**config.mk**
```make
export PLATFORM = sky130hd
export DESIGN_NAME = smbx_top
export DESIGN_NICKNAME = d
export VERILOG_FILES = /design/src/rtl/smbx_pkg.sv /design/src/rtl/smbx_host_dec.sv /design/src/rtl/smbx_dsp_dec.sv /design/src/rtl/smbx_regs.sv /design/src/rtl/smbx_top.sv
export SDC_FILE = /design/constraint.sdc
export NUM_CORES = 1
export LEC_CHECK = 0
export ABC_AREA = 0
export BUFFER_PORTS_ARGS = -buffer_cell sky130_fd_sc_hd__buf_2
export CORE_ASPECT_RATIO = 0.9
export CORE_MARGIN = 4
export CORE_UTILIZATION = 45
export CTS_CLUSTER_SIZE = 12
export DETAILED_ROUTE_END_ITERATION = 12
export GPL_TIMING_DRIVEN = 0
export PLACE_DENSITY_LB_ADDON = 0.08
export SLEW_MARGIN = 10
export SYNTH_ARGS = -nofsm -noshare
export SYNTH_HDL_FRONTEND = slang
export SYNTH_HIERARCHICAL = 1
export SYNTH_SLANG_ARGS = --single-unit
```
**constraint.sdc**
```tcl
create_clock -name clk -period 1.2 [get_ports clk]
set_input_delay 0.12 -clock clk [delete_from_list [all_inputs] [get_ports clk]]
set_output_delay 0.12 -clock clk [all_outputs]
set_load 0.03 [all_outputs]
```
**src/rtl/smbx_pkg.sv**
```systemverilog
package smbx_pkg;

  localparam int FLAG_W   = 2;
  localparam int FLAG_DSP = 0;
  localparam int FLAG_HST = 1;

  // Host offsets (decode depends on these values)
  localparam int OFS_DATA_LO = 0;
  localparam int OFS_DATA_HI = 1;
  localparam int OFS_FLAGS   = 2;
  localparam int OFS_NOP     = 3;

  // Flag update order: optional direct load, then clears, then sets (set wins)
  function automatic logic [FLAG_W-1:0] flags_update(
    input logic [FLAG_W-1:0] cur,
    input logic              ld_en,
    input logic [FLAG_W-1:0] ld_val,
    input logic [FLAG_W-1:0] clr,
    input logic [FLAG_W-1:0] set
  );
    logic [FLAG_W-1:0] base;
    base = ld_en ? ld_val : cur;
    return (base & ~clr) | set;
  endfunction

endpackage

```
**src/rtl/smbx_host_dec.sv**
```systemverilog
module smbx_host_dec #(
  parameter int AW = 3
) (
  input  logic          rd,
  input  logic          wr,
  input  logic [AW-1:0] addr,
  output logic          data_wr,
  output logic          data_rd,
  output logic          flag_rd,
  output logic          bad_rd,
  output logic          bad_wr
);
  import smbx_pkg::*;

  logic is_data, is_flags, is_nop;

  always_comb begin
    is_data  = (addr == AW'(OFS_DATA_LO)) || (addr == AW'(OFS_DATA_HI));
    is_flags = (addr == AW'(OFS_FLAGS));
    is_nop   = (addr == AW'(OFS_NOP));
    data_wr  = wr & is_data;
    data_rd  = rd & is_data;
    flag_rd  = rd & is_flags;
    bad_rd   = rd & ~(is_data | is_flags);
    bad_wr   = wr & ~(is_data | is_nop);
  end

endmodule

```
**src/rtl/smbx_dsp_dec.sv**
```systemverilog
module smbx_dsp_dec (
  input  logic rd,
  input  logic wr,
  input  logic sel,
  output logic data_wr,
  output logic data_rd,
  output logic flag_rd,
  output logic flag_ld
);

  always_comb begin
    data_wr = wr &  sel;
    data_rd = rd &  sel;
    flag_rd = rd & ~sel;
    flag_ld = wr & ~sel;
  end

endmodule

```
**src/rtl/smbx_regs.sv**
```systemverilog
module smbx_regs #(
  parameter int DW = 16
) (
  input  logic                      clk,
  input  logic                      rst_n,
  input  logic                      h_data_wr,
  input  logic                      h_data_rd,
  input  logic                      h_flag_rd,
  input  logic                      h_bad_rd,
  input  logic                      h_bad_wr,
  input  logic [DW-1:0]             h_wdata,
  input  logic                      d_data_wr,
  input  logic                      d_data_rd,
  input  logic                      d_flag_rd,
  input  logic                      d_flag_ld,
  input  logic [DW-1:0]             d_wdata,
  output logic [DW-1:0]             data_q,
  output logic [smbx_pkg::FLAG_W-1:0] flags_q,
  output logic [DW-1:0]             h_rdata,
  output logic                      h_err,
  output logic [DW-1:0]             d_rdata
);
  import smbx_pkg::*;

  logic [FLAG_W-1:0] clr_vec, set_vec, flags_d;

  always_comb begin
    clr_vec           = '0;
    set_vec           = '0;
    clr_vec[FLAG_DSP] = h_flag_rd;
    clr_vec[FLAG_HST] = d_flag_rd;
    set_vec[FLAG_DSP] = d_data_wr;
    set_vec[FLAG_HST] = h_data_wr;
    flags_d = flags_update(flags_q, d_flag_ld, d_wdata[FLAG_W-1:0], clr_vec, set_vec);
  end

  always_ff @(posedge clk) begin
    if (!rst_n) begin
      data_q  <= '0;
      flags_q <= '0;
      h_rdata <= '0;
      h_err   <= 1'b0;
      d_rdata <= '0;
    end else begin
      flags_q <= flags_d;
      if (h_data_wr)      data_q <= h_wdata;
      else if (d_data_wr) data_q <= d_wdata;

      if (h_data_rd)      h_rdata <= data_q;
      else if (h_flag_rd) h_rdata <= DW'(flags_q);
      else if (h_bad_rd)  h_rdata <= '0;

      if (d_data_rd)      d_rdata <= data_q;
      else if (d_flag_rd) d_rdata <= DW'(flags_q);

      h_err <= h_bad_rd | h_bad_wr;
    end
  end

endmodule

```
**src/rtl/smbx_top.sv**
```systemverilog
module smbx_top #(
  parameter int DW  = 16,
  parameter int HAW = 3
) (
  input  logic           clk,
  input  logic           rst_n,
  input  logic           host_rd,
  input  logic           host_wr,
  input  logic [HAW-1:0] host_addr,
  input  logic [DW-1:0]  host_wdata,
  output logic [DW-1:0]  host_rdata,
  output logic           host_err,
  input  logic           dsp_rd,
  input  logic           dsp_wr,
  input  logic           dsp_sel,
  input  logic [DW-1:0]  dsp_wdata,
  output logic [DW-1:0]  dsp_rdata
);
  import smbx_pkg::*;

  // Named internal events, also observed by the bound checker
  logic                h_data_wr, h_data_rd, h_flag_rd, h_bad_rd, h_bad_wr;
  logic                d_data_wr, d_data_rd, d_flag_rd, d_flag_ld;
  logic [DW-1:0]       data_q;
  logic [FLAG_W-1:0]   flags_q;

  smbx_host_dec #(.AW(HAW)) u_hdec (
    .rd(host_rd), .wr(host_wr), .addr(host_addr),
    .data_wr(h_data_wr), .data_rd(h_data_rd), .flag_rd(h_flag_rd),
    .bad_rd(h_bad_rd), .bad_wr(h_bad_wr)
  );

  smbx_dsp_dec u_ddec (
    .rd(dsp_rd), .wr(dsp_wr), .sel(dsp_sel),
    .data_wr(d_data_wr), .data_rd(d_data_rd),
    .flag_rd(d_flag_rd), .flag_ld(d_flag_ld)
  );

  smbx_regs #(.DW(DW)) u_regs (
    .clk(clk), .rst_n(rst_n),
    .h_data_wr(h_data_wr), .h_data_rd(h_data_rd), .h_flag_rd(h_flag_rd),
    .h_bad_rd(h_bad_rd), .h_bad_wr(h_bad_wr), .h_wdata(host_wdata),
    .d_data_wr(d_data_wr), .d_data_rd(d_data_rd), .d_flag_rd(d_flag_rd),
    .d_flag_ld(d_flag_ld), .d_wdata(dsp_wdata),
    .data_q(data_q), .flags_q(flags_q),
    .h_rdata(host_rdata), .h_err(host_err), .d_rdata(dsp_rdata)
  );

endmodule

```
==> results.cfg <==
[status]
status = completed

[placed_design]
placed_cell_area_um2 = 2700
place_ws_ns = -0.723
port_buffers = 74
dpl.hpwl_um = 4210
place_congestion = 0.780
dp_cells = 381

[final_layout]
fin_cells = 391
syn_to_final_growth_pct = 25.1
layout-drive-gt1-share_pct = 31.3
fillCellCount = 480
antenna_cells = 0
fin_area_um2 = 2820
nNetsFinal = 367

[synth]
ys_seq_area_share_pct = 45.4
synth_top_family_by_area = simple AND/OR/NAND/NOR gates
syn_area_um2 = 2250
synthCells = 242
avgSynthCellArea_um2 = 9.30
ys_types = 22
synth_fp_nets = 284
synth_fa_ha_area_share_pct = 0
synth_xor_area_share_pct = 0
synth_compound_area_share_pct = 14.6
synth-seq-cells = 51
synth_simple_gate_area_share_pct = 26.7
ys_warn_count = 6
synthMuxAreaShare_pct = 8.89

[worst_setup_path]
path_class = in -> reg
crit_required_ns = 1.40
critPathLaunchType = input pin
arrival_ns = 1.34
endpoint_kind = register
cp_max_fo = 10

[sta]
min_period_ns = 1.14
finalHoldViolations = 0
holdWs_ns = 0.0841
worstMarginPinSlew_ns = 0.541
setup_slack_ns = 0.0602
period_share_pct = 95.0
rsz0062_at_grt = no
finClkSkew_ns = 0.00761
fmax_mhz = 877
slew_violations = 0
max-slew-margin-rel_pct = 63.9
setup_viol = 0

[global_route]
grt_max_degree = 16
grt_pass1_vias = 1757
grt_use_total_pct = 19.6
grt_pass1_wl_um = 8910
antenna_found_initial = 0
grt-ovfl-total = 0

[die]
std_cell_rows = 24
ios = 75
core-area_um2 = 4830
die_area_um2 = 6200
die_y_um = 75.1
start_util_pct = 46.6
dieWidth_um = 82.6

[detailed_routing]
drc = 0
drt-pass1-iter-count = 4
post_drt_via_cell_ratio = 5.08
drtIter0Drc = 87
antenna_left = 0
routedWlPerCell_um = 15.1
postRouteWirelength_um = 5910
via_count = 1987

[clocking]
ctsHtreeMaxLevel = 2
clk-insertion-delay-late_ns = 0.31
path_clk_slew_ns = 0.09
cts_root_buf = clkbuf_8
clockBufferDepth = 2
cts_made_buffers = 5
ctsHoldBuffers = 0
cts.sinks = 51
cts_tree = built

[power]
total_power_mw = 3.26
p_leak_nw = 1.19
powerDensity_nw_per_um2 = 1160
peakVddDrop_uv = 763

[flow_run]
max-cap-violations = 0

[worst_hold_path]
min_path_type = in -> reg
per-layer routing:
| metal | GRT usage (%) | vias to the layer above | routed length [um] |
|---|---|---|---|
| met5 | 0 | - | 0 |
| met4 | 5.99 | 0 | 68 |
| met1 | 27.9 | 913 | 2780 |
| met2 | 29.7 | 75 | 2560 |
| li1 | - | 992 | - |
| met3 | 4.43 | 7 | 502 |
layout make-up:
type	instances	area (um^2)	area share, %
clock inverter	2	12.5	0.444
multi-input combinational	173	1140	40.4
buffer	18	104	3.69
sequential	51	1020	36.3
timing repair buffer	76	385	13.7
tap	65	81.3	2.89
clock buffer	6	72.6	2.58
final timing paths:
| path | slack (ns) | endpoint | cells past startpoint | start |
|---|---|---|---|---|
| worst max-delay path | 0.06 | u_regs/data_q[7] | 5 | host_addr[1] |
| worst min-delay path | 0.08 | u_regs/h_rdata[0] | 3 | rst_n |
| worst min register to register | 0.53 | u_regs/h_rdata[14] | 2 | u_regs/h_rdata[14] |
| worst max register to register | 0.39 | u_regs/data_q[5] | 3 | u_regs/data_q[5] |
power by group:
group	internal [mW]	switching, mW
Combinational	0.221	0.272
Sequential	1.76	0.0432
Clock	0.409	0.561
Total	2.39	0.877
worst max-delay path: stages:
cell,delay [ns]
buf_2,0.13
nor3b_2,0.44
clkbuf_2,0.35
o21ai_0,0.13
and2_1,0.17
cell usage after synthesis, drive strengths merged:
cell type | n | area share [%]
nand2 | 18 | 3.0
clkbuf | 8 | 1.3
and2 | 20 | 5.6
a21oi | 17 | 3.8
buf | 10 | 3.2
dfxtp | 51 | 45
mux2i | 20 | 8.9
o21ai | 20 | 4.8
or3 | 1 | 0.50
nand2b | 3 | 0.83
nor3 | 3 | 1.2
nor2b | 34 | 9.6
nor3b | 16 | 5.3
nor2 | 2 | 0.33
o21a | 4 | 1.3
a22oi | 14 | 4.7
and3b | 1 | 0.39
flip-flops by register name, summed over array words and instances, names as in the netlist:
register,cells
u_regs/h_rdata,16
u_regs/d_rdata,16
u_regs/data_q,16
u_regs/flags_q,2
u_regs/h_err,1
cells in the final DEF (no fill, tap or decap):
cell / netlist / routed
nor2b_2: 1 / 1
clkbuf_2: 0 / 2
clkbuf_8: 0 / 5
nor3b_2: 0 / 2
nand2b_1: 3 / 3
and2_1: 20 / 20
a21oi_1: 17 / 17
and3b_1: 1 / 1
nor2b_1: 33 / 33
o21ai_0: 18 / 18
dfxtp_1: 51 / 51
nor2_1: 2 / 2
mux2i_1: 20 / 20
buf_2: 6 / 80
or3_4: 1 / 1
nor3_4: 1 / 1
nand2_1: 18 / 18
o21a_1: 4 / 4
clkbuf_1: 8 / 7
clkinv_2: 0 / 1
o21ai_2: 2 / 2
a22oi_1: 14 / 14
clkinvlp_4: 0 / 1
nor3b_1: 16 / 14
buf_6: 3 / 3
nor3_1: 2 / 2
buf_4: 1 / 3
cells by family (layout without fill, tap and decap cells):
kind of cell	after synthesis	after routing
simple gates	98	98
mux	20	20
flops	51	51
buf+inv	18	102
compound gates	55	55
stage by stage:
step	utilization (%)	TNS (ns)
2_1_floorplan	-	0
3_3_place_gp	55.9	-14.55
3_5_place_dp	55.9	-14.77
4_1_cts	57.8	0
5_1_grt	58.2	0
6_report	58.2	0
repair_timing:
item,CTS,global route
endpoints found under the setup margin,17,12
buffers inserted,0,2
gates resized for setup,3,1
endpoints found under the hold margin,0,0
pin swaps,0,1
Note: power is estimated with default switching activity, not from simulation.
